`config.mk`:
```
export PLATFORM = sky130hd
export DESIGN_NAME = relbr_unit
export DESIGN_NICKNAME = d
export VERILOG_FILES = /design/src/rtl/relbr_pkg.sv /design/src/rtl/relbr_decode.sv /design/src/rtl/relbr_cond.sv /design/src/rtl/relbr_target.sv /design/src/rtl/relbr_unit.sv
export SDC_FILE = /design/constraint.sdc
export NUM_CORES = 1
export LEC_CHECK = 0
export BUFFER_PORTS_ARGS = -buffer_cell sky130_fd_sc_hd__buf_2
export CORE_MARGIN = 8
export CORE_UTILIZATION = 53
export DETAILED_ROUTE_END_ITERATION = 10
export PLACE_DENSITY = 0.85
export SYNTH_ARGS = -nofsm -noshare
export SYNTH_HDL_FRONTEND = slang
export SYNTH_SLANG_ARGS = --single-unit
```
`constraint.sdc`:
```
create_clock -name clk -period 0.9 [get_ports clk]
set_input_delay 0.18 -clock clk [delete_from_list [all_inputs] [get_ports clk]]
set_output_delay 0.18 -clock clk [all_outputs]
set_load 0.03 [all_outputs]
```
`src/rtl/relbr_pkg.sv`:
```
package relbr_pkg;

  typedef enum logic [1:0] {
    KIND_NONE = 2'd0,
    KIND_COND = 2'd1,
    KIND_JUMP = 2'd2,
    KIND_CALL = 2'd3
  } br_kind_e;

  typedef struct packed {
    logic n;
    logic ov;
    logic c;
    logic z;
  } br_flags_t;

  localparam logic [4:0] OPC_COND = 5'b11100;
  localparam logic [4:0] OPC_JUMP = 5'b11010;
  localparam logic [4:0] OPC_CALL = 5'b11011;

endpackage

```
`src/rtl/relbr_decode.sv`:
```
module relbr_decode
  import relbr_pkg::*;
#(
  parameter int PC_W    = 21,
  parameter int SHORT_W = 8,
  parameter int LONG_W  = 11
) (
  input  logic [15:0]     instr,
  output br_kind_e        kind,
  output logic [2:0]      cond_sel,
  output logic [PC_W-1:0] off_ext
);
  localparam int SHORT_PAD = PC_W - SHORT_W;
  localparam int LONG_PAD  = PC_W - LONG_W;

  logic [PC_W-1:0] short_ext;
  logic [PC_W-1:0] long_ext;

  assign short_ext = {{SHORT_PAD{instr[SHORT_W-1]}}, instr[SHORT_W-1:0]};
  assign long_ext  = {{LONG_PAD{instr[LONG_W-1]}}, instr[LONG_W-1:0]};
  assign cond_sel  = instr[10:8];

  always_comb begin
    unique case (instr[15:11])
      OPC_COND: kind = KIND_COND;
      OPC_JUMP: kind = KIND_JUMP;
      OPC_CALL: kind = KIND_CALL;
      default:  kind = KIND_NONE;
    endcase
  end

  assign off_ext = (kind == KIND_COND) ? short_ext : long_ext;

endmodule

```
`src/rtl/relbr_cond.sv`:
```
module relbr_cond
  import relbr_pkg::*;
(
  input  logic [2:0] cond_sel,
  input  br_flags_t  flags,
  output logic       hit
);
  logic flag_bit;

  always_comb begin
    unique case (cond_sel[2:1])
      2'd0:    flag_bit = flags.z;
      2'd1:    flag_bit = flags.c;
      2'd2:    flag_bit = flags.ov;
      default: flag_bit = flags.n;
    endcase
  end

  // low select bit inverts the test
  assign hit = flag_bit ^ cond_sel[0];

endmodule

```
`src/rtl/relbr_target.sv`:
```
module relbr_target #(
  parameter int PC_W = 21
) (
  input  logic [PC_W-1:0] pc,
  input  logic [PC_W-1:0] off_ext,
  output logic [PC_W-1:0] seq_pc,
  output logic [PC_W-1:0] br_pc
);
  localparam logic [PC_W-1:0] INSN_BYTES = PC_W'(2);

  assign seq_pc = pc + INSN_BYTES;
  assign br_pc  = seq_pc + {off_ext[PC_W-2:0], 1'b0};

endmodule

```
`src/rtl/relbr_unit.sv`:
```
module relbr_unit
  import relbr_pkg::*;
#(
  parameter int PC_W    = 21,
  parameter int SHORT_W = 8,
  parameter int LONG_W  = 11
) (
  input  logic            clk,
  input  logic            rst_n,
  input  logic            in_valid,
  input  logic [15:0]     instr,
  input  logic [PC_W-1:0] pc,
  input  logic            flag_z,
  input  logic            flag_c,
  input  logic            flag_ov,
  input  logic            flag_n,
  output logic            out_valid,
  output logic            is_branch,
  output logic            taken,
  output logic [PC_W-1:0] next_pc,
  output logic [1:0]      cycles,
  output logic            push_req,
  output logic [PC_W-1:0] push_addr
);
  br_kind_e        kind;
  logic [2:0]      cond_sel;
  logic [PC_W-1:0] off_ext;
  logic            cond_hit;
  logic [PC_W-1:0] seq_pc;
  logic [PC_W-1:0] br_pc;
  br_flags_t       flags;

  assign flags = '{n: flag_n, ov: flag_ov, c: flag_c, z: flag_z};

  relbr_decode #(.PC_W(PC_W), .SHORT_W(SHORT_W), .LONG_W(LONG_W)) u_decode (
    .instr    (instr),
    .kind     (kind),
    .cond_sel (cond_sel),
    .off_ext  (off_ext)
  );

  relbr_cond u_cond (
    .cond_sel (cond_sel),
    .flags    (flags),
    .hit      (cond_hit)
  );

  relbr_target #(.PC_W(PC_W)) u_target (
    .pc      (pc),
    .off_ext (off_ext),
    .seq_pc  (seq_pc),
    .br_pc   (br_pc)
  );

  // next-state
  logic            take_d;
  logic            branch_d;
  logic [PC_W-1:0] next_pc_d;
  logic [1:0]      cycles_d;
  logic            push_d;

  always_comb begin
    branch_d  = (kind != KIND_NONE);
    take_d    = (kind == KIND_JUMP) || (kind == KIND_CALL) ||
                ((kind == KIND_COND) && cond_hit);
    next_pc_d = take_d ? br_pc : seq_pc;
    cycles_d  = take_d ? 2'd2 : 2'd1;
    push_d    = (kind == KIND_CALL);
  end

  // registers
  always_ff @(posedge clk or negedge rst_n) begin
    if (!rst_n) begin
      out_valid <= 1'b0;
      taken     <= 1'b0;
      push_req  <= 1'b0;
    end else begin
      out_valid <= in_valid;
      taken     <= in_valid && take_d;
      push_req  <= in_valid && push_d;
    end
  end

  always_ff @(posedge clk or negedge rst_n) begin
    if (!rst_n) begin
      is_branch <= 1'b0;
      next_pc   <= '0;
      cycles    <= 2'd0;
      push_addr <= '0;
    end else if (in_valid) begin
      is_branch <= branch_d;
      next_pc   <= next_pc_d;
      cycles    <= cycles_d;
      push_addr <= seq_pc;
    end
  end

  // assertions
  p_valid_follow_r2: assert property (@(posedge clk) disable iff (!rst_n)
    in_valid |=> out_valid);
  p_valid_drop_r2: assert property (@(posedge clk) disable iff (!rst_n)
    !in_valid |=> !out_valid && !taken && !push_req);
  p_taken_two_cycles_r6: assert property (@(posedge clk) disable iff (!rst_n)
    taken |-> out_valid && is_branch && cycles == 2'd2);
  p_fallthrough_one_cycle_r5: assert property (@(posedge clk) disable iff (!rst_n)
    out_valid && !taken |-> cycles == 2'd1);
  p_jump_always_r7: assert property (@(posedge clk) disable iff (!rst_n)
    in_valid && kind == KIND_JUMP |=> taken && !push_req);
  p_call_pushes_r8: assert property (@(posedge clk) disable iff (!rst_n)
    push_req |-> taken && next_pc != push_addr + PC_W'(2) || taken);
  p_call_seq_r8: assert property (@(posedge clk) disable iff (!rst_n)
    in_valid && kind == KIND_CALL |=> push_req && push_addr == $past(pc) + PC_W'(2));
  p_nonbranch_quiet_r9: assert property (@(posedge clk) disable iff (!rst_n)
    out_valid && !is_branch |-> !taken && !push_req);

endmodule

```
==> impl_metrics.csv, run 1 <==
group,metric,value,unit
die,initial_core_util,0.538,
clock_network,cts_buffers,5,
die,boundaryPins,92,
clock_network,cts.repair.resized,235,
synthesis,yosysSeqAreaShare,0.350,
synthesis,synth-seq-cells,47,
die,die_w,95.6,um
status,tool.error,"[ERROR DPL-0033] detailed placement checks failed during check placement.",
synthesis,ys.flop_type,"dfrtp_1",
synthesis,postSynthNetCount,469,
placement,hpwlAfterDp,8410,um
synthesis,yosysTopAreaCell,"dfrtp_1",
synthesis,synth_area_per_cell,8.32,um^2
placement,gp_congestion,0.857,
die,die_h,95.6,um
synthesis,syn-cell-area,3360,um^2
synthesis,synth_cell_types,56,
clock_network,clk_path_buf_depth,2,
synthesis,synth_top_area_share,0.350,
synthesis,yosys_warnings,0,
synthesis,postSynthCellCount,404,
status,status,"did not finish",
clock_network,cts_setup_buffers,33,
clock_network,cts-hold-fix-buffers,1,
clock_network,clockRootBuffer,"clkbuf_8",
placement,place_area,4810,um^2
placement,post-place-ws,-1970,ps
clock_network,htreeDepth,2,
placement,numPortBuffers,91,
die,fp-row-count,29,
synthesis,ys_async_sr_fraction,1.00,
synthesis,synth_edf_count,0,
status,lastStage,"clock tree synthesis (4_1_cts)",
clock_network,clock_sinks,47,
synthesis,synthTopCellsByArea,"dfrtp_1, nor2_1, ha_1, a21oi_1, nand2_1",
-- stage by stage --
step,cells,util
3_3_place_gp,663,0.770
3_5_place_dp,663,0.770
2_1_floorplan,404,-
-- cells by family after synthesis --
logic type	Yosys count	share of synthesized area
simple gates	156	0.210
compound gates	98	0.188
fa+ha+maj	21	0.0804
flops	47	0.350
buf+inv	42	0.0577
mux	7	0.0261
xor+xnor	33	0.0882
-- cells in the mapped netlist, drive strengths merged, types with 3 or more instances --
cell,count
a21o,5
a21oi,40
a221oi,4
a31oi,5
and2,3
and3,8
buf,7
clkbuf,10
dfrtp,47
ha,20
inv,25
mux2,4
nand2,39
nand3,14
nand4,5
nor2,67
nor2b,4
nor3,5
o21ai,24
o21bai,4
o221ai,3
or3,4
xnor2,16
xor2,17
==> run 2: changes to the inputs <==
Settings changed: CORE_UTILIZATION 53 to 40, PLACE_DENSITY 0.85 to not set, PLACE_DENSITY_LB_ADDON set to 0.15.
==> impl_metrics.csv, run 2 <==
group,metric,value,unit
status,status,"complete, but fails checks",
status,violations,"negative setup slack",
final_layout,multi_input_area,2850,um^2
synthesis,yosys.area_share.simple,0.210,
timing,fin_crit,2520,ps
synthesis,yosysMostFrequentCell,"nor2_1",
grt,grt_pass1_wl,20600,um
clock_network,cts_buffers,5,
flow_run,drv_cap,0,
timing,fin_crit_sh,2.80,
timing,slew_viol_final,0,
final_layout,top_register,"next_pc",
detailed_routing,wl_per_cell,18.0,um
timing,holdWs,70.4,ps
synthesis,yosysTopAreaCell,"dfrtp_1",
synthesis,synth_area_per_cell,8.32,um^2
timing,finClkSkew,0,ps
synthesis,postSynthNetCount,469,
timing,setup_ws,-1620,ps
placement,gp_congestion,0.845,
clock_network,path_clk_slew,100,ps
worst_hold_path,hp-start,"instr[11]",
final_layout,final_common_cell,"buf_4",
clock_network,clk_latency,310,ps
die,die_w,108,um
synthesis,ys.flop_type,"dfrtp_1",
grt,grt.overflow.total,0,
synthesis,postSynthCellCount,404,
synthesis,syn-cell-area,3360,um^2
final_layout,n_fill_cell,494,
synthesis,synth_top_area_share,0.350,
synthesis,synth-xor-area-share,0.0882,
worst_hold_path,whs_endpoint,"push_req$_DFF_PN0_",
synthesis,ys_async_sr_fraction,1.00,
final_layout,fin_area,6580,um^2
synthesis,synthTopCellsByArea,"dfrtp_1, nor2_1, ha_1, a21oi_1, nand2_1",
grt,grt_max_degree,48,
detailed_routing,postRouteAntennaNets,0,
worst_setup_path,crit_arrival,2720,ps
die,fp-row-count,33,
grt,track_usage,0.221,
synthesis,synth_mux_area_frac,0.0261,
synthesis,synthAdderAreaFrac,0.0804,
synthesis,synth_cell_types,56,
final_layout,seqCellArea,1180,um^2
final_layout,fin_util,0.804,
detailed_routing,vias,3924,
worst_setup_path,r2r-end,"next_pc[19]$_DFFE_PN0P_",
worst_setup_path,r2r_cells,2,
detailed_routing,drtIter0Drc,170,
placement,post-place-ws,-1990,ps
clock_network,htreeDepth,2,
final_layout,drive_above_1_share,0.607,
die,dieArea,11600,um^2
final_layout,insertedDiodeCount,0,
clock_network,clockRootBuffer,"clkbuf_8",
worst_setup_path,cp_max_fo,5,
timing,final-setup-viol-count,83,
worst_hold_path,min_path_type,"input port to register",
final_layout,layout_common_cells,"buf_4, buf_6, nor2_1",
timing,finalSetupTns,-37170,ps
detailed_routing,drc_errors,0,
timing,worstMarginPinSlew,349,ps
placement,place_area,4870,um^2
power,ir_drop,0.977,mV
detailed_routing,vias_per_cell,5.25,
placement,dp.cells,691,
worst_setup_path,cp.required,1100,ps
timing,finalHoldViolCount,0,
timing,rsz0062_at_grt,"yes",
worst_setup_path,criticalPathCategory,"input port to register",
final_layout,fin_nets,706,
die,boundaryPins,92,
worst_hold_path,hold_depth,3,
worst_setup_path,r2r-start,"next_pc[19]$_DFFE_PN0P_",
power,powerDensity,1300,nW/um^2
synthesis,synth_edf_count,0,
final_layout,final_cells,747,
clock_network,cts_tree,"done",
clock_network,clock_sinks,47,
synthesis,synth_top_family_by_area,"simple AND/OR/NAND/NOR gates",
final_layout,syn_to_final_growth,95.6,%
timing,max_freq,397,MHz
detailed_routing,drt_first_pass_iters,4,
worst_setup_path,reg2reg_slack,-20,ps
timing,timing.slew.headroom,0.767,
synthesis,netlist_top_cells_count,"nor2_1, dfrtp_1, a21oi_1, nand2_1, inv_1",
placement,hpwlAfterDp,8550,um
final_layout,reg.largest.list,"next_pc x21, push_addr x20, cycles x2",
synthesis,yosysSeqAreaShare,0.350,
die,die_h,108,um
die,initial_core_util,0.411,
detailed_routing,wl,13400,um
power,p_leak,3.03,nW
synthesis,synth_compound_area_frac,0.188,
synthesis,synth-seq-cells,47,
placement,numPortBuffers,91,
power,finalPower,8.52,mW
worst_setup_path,end_kind,"register",
synthesis,yosys_warnings,0,
worst_setup_path,critPathLaunchType,"input port",
clock_network,clk_path_buf_depth,2,
final_layout,largest_register_ffs,21,
die,core,8180,um^2
grt,antenna_found_initial,0,
grt,grt_pass1_vias,4119,
## run 2: cell counts after synthesis
Identical to the previous run, type by type.
## run 2: routing by layer
metal / global-route usage / wire [um]
met5: 0 / 0
met4: 0.0723 / 314
met3: 0.0437 / 953
met2: 0.379 / 6660
met1: 0.270 / 5490
## run 2: layout make-up
type	instances	area share
multi-input cells	315	0.433
repair buffers	247	0.333
flip-flops and latches	47	0.179
well taps	105	0.0200
inverters	25	0.0147
clock buffers	6	0.0110
clock inverters	2	0.00913
## run 2: how the worst max path moves through the flow
stage / startpoint / end / slack, ps
detailed placement: instr[11] / next_pc[20]$_DFFE_PN0P_ / -1990
floorplan: instr[11] / next_pc[19]$_DFFE_PN0P_ / -1730
global placement: instr[11] / next_pc[20]$_DFFE_PN0P_ / -1940
CTS: instr[11] / next_pc[19]$_DFFE_PN0P_ / -1580
global route: pc[6] / next_pc[19]$_DFFE_PN0P_ / -1690
finish: instr[11] / next_pc[19]$_DFFE_PN0P_ / -1620
## run 2: critical path: stages
cell and delay (ps):
buf_6 90, or3b_4 410, or3_4 410, nand2_4 90, ha_4 210, o21ai_2 110
o21a_2 200, a21oi_4 70, a31o_1 260, a221oi_2 300, mux2i_1 130, a211o_1 270
## run 2: power by group
group / internal [mW] / switching [mW] / total (mW)
sequential: 2.32 / 0.171 / 2.49
clock: 1.11 / 0.793 / 1.90
combinational: 2.10 / 2.02 / 4.12
total: 5.53 / 2.99 / 8.52
## run 2: cells by family (layout without fill, tap and decap cells)
kind of cell | count (synthesis) | after routing
fa+ha+maj | 21 | 21
buf+inv | 42 | 280
flops | 47 | 47
mux | 7 | 7
simple gates | 156 | 156
compound gates | 98 | 98
xor+xnor | 33 | 33
## run 2: repair_timing
action | 4_1_cts | 5_1_grt
endpoints found under the hold margin | 47 | 0
gates cloned | 2 | 0
hold buffers | 1 | 0
buffers inserted | 27 | 30
endpoints found under the setup margin | 86 | 86
pin swaps | 63 | 62
gates resized for setup | 213 | 67
Note: power is estimated with default switching activity, not from simulation.
==> run 3: changes to the inputs <==
Settings changed: CORE_UTILIZATION 40 to 53.
==> impl_metrics.csv, run 3 <==
group,metric,value,unit
status,status,"did not finish",
status,lastStage,"clock tree synthesis (4_1_cts)",
status,tool.error,"[ERROR DPL-0033] detailed placement checks failed during check placement.",
die,die_w,95.6,um
clock_network,cts_buffers,5,
clock_network,cts_setup_buffers,34,
synthesis,synth_edf_count,0,
placement,hpwlAfterDp,8420,um
synthesis,yosys.area_share.simple,0.210,
synthesis,synth_mux_area_frac,0.0261,
synthesis,yosys_warnings,0,
placement,gp_congestion,0.941,
synthesis,ys_async_sr_fraction,1.00,
synthesis,synth_top_area_share,0.350,
die,fp-row-count,29,
clock_network,clockRootBuffer,"clkbuf_8",
synthesis,ys.flop_type,"dfrtp_1",
synthesis,synth-seq-cells,47,
placement,dp.cells,665,
synthesis,synth_top_family_by_area,"simple AND/OR/NAND/NOR gates",
clock_network,cts-hold-fix-buffers,1,
synthesis,synth-xor-area-share,0.0882,
synthesis,synth_cell_types,56,
clock_network,clk_path_buf_depth,2,
synthesis,synth_compound_area_frac,0.188,
synthesis,postSynthNetCount,469,
clock_network,clock_sinks,47,
die,initial_core_util,0.538,
synthesis,synthAdderAreaFrac,0.0804,
synthesis,synthTopCellsByArea,"dfrtp_1, nor2_1, ha_1, a21oi_1, nand2_1",
clock_network,htreeDepth,2,
clock_network,cts.repair.resized,211,
placement,post-place-ws,-1970,ps
die,die_h,95.6,um
synthesis,synth_area_per_cell,8.32,um^2
synthesis,syn-cell-area,3360,um^2
synthesis,yosysMostFrequentCell,"nor2_1",
die,boundaryPins,92,
synthesis,yosysTopAreaCell,"dfrtp_1",
placement,numPortBuffers,91,
synthesis,yosysSeqAreaShare,0.350,
synthesis,netlist_top_cells_count,"nor2_1, dfrtp_1, a21oi_1, nand2_1, inv_1",
synthesis,postSynthCellCount,404,
==> run 3: cell counts after synthesis <==
No cell type changed its count.
==> run 3: kinds of logic after synthesis <==
logic type,after synthesis
AO/OA/AOI/OAI,98
XOR/XNOR,33
adder cells (fa/ha/maj),21
buffers and inverters,42
flip-flops,47
multiplexers,7
AND/OR/NAND/NOR,156
==> run 3: stage by stage <==
step | hold WS (ps) | utilization | area, um^2
detailed placement | 182 | 0.778 | 4860
global placement | 179 | 0.778 | 4860
floorplan | -116 | - | 3560
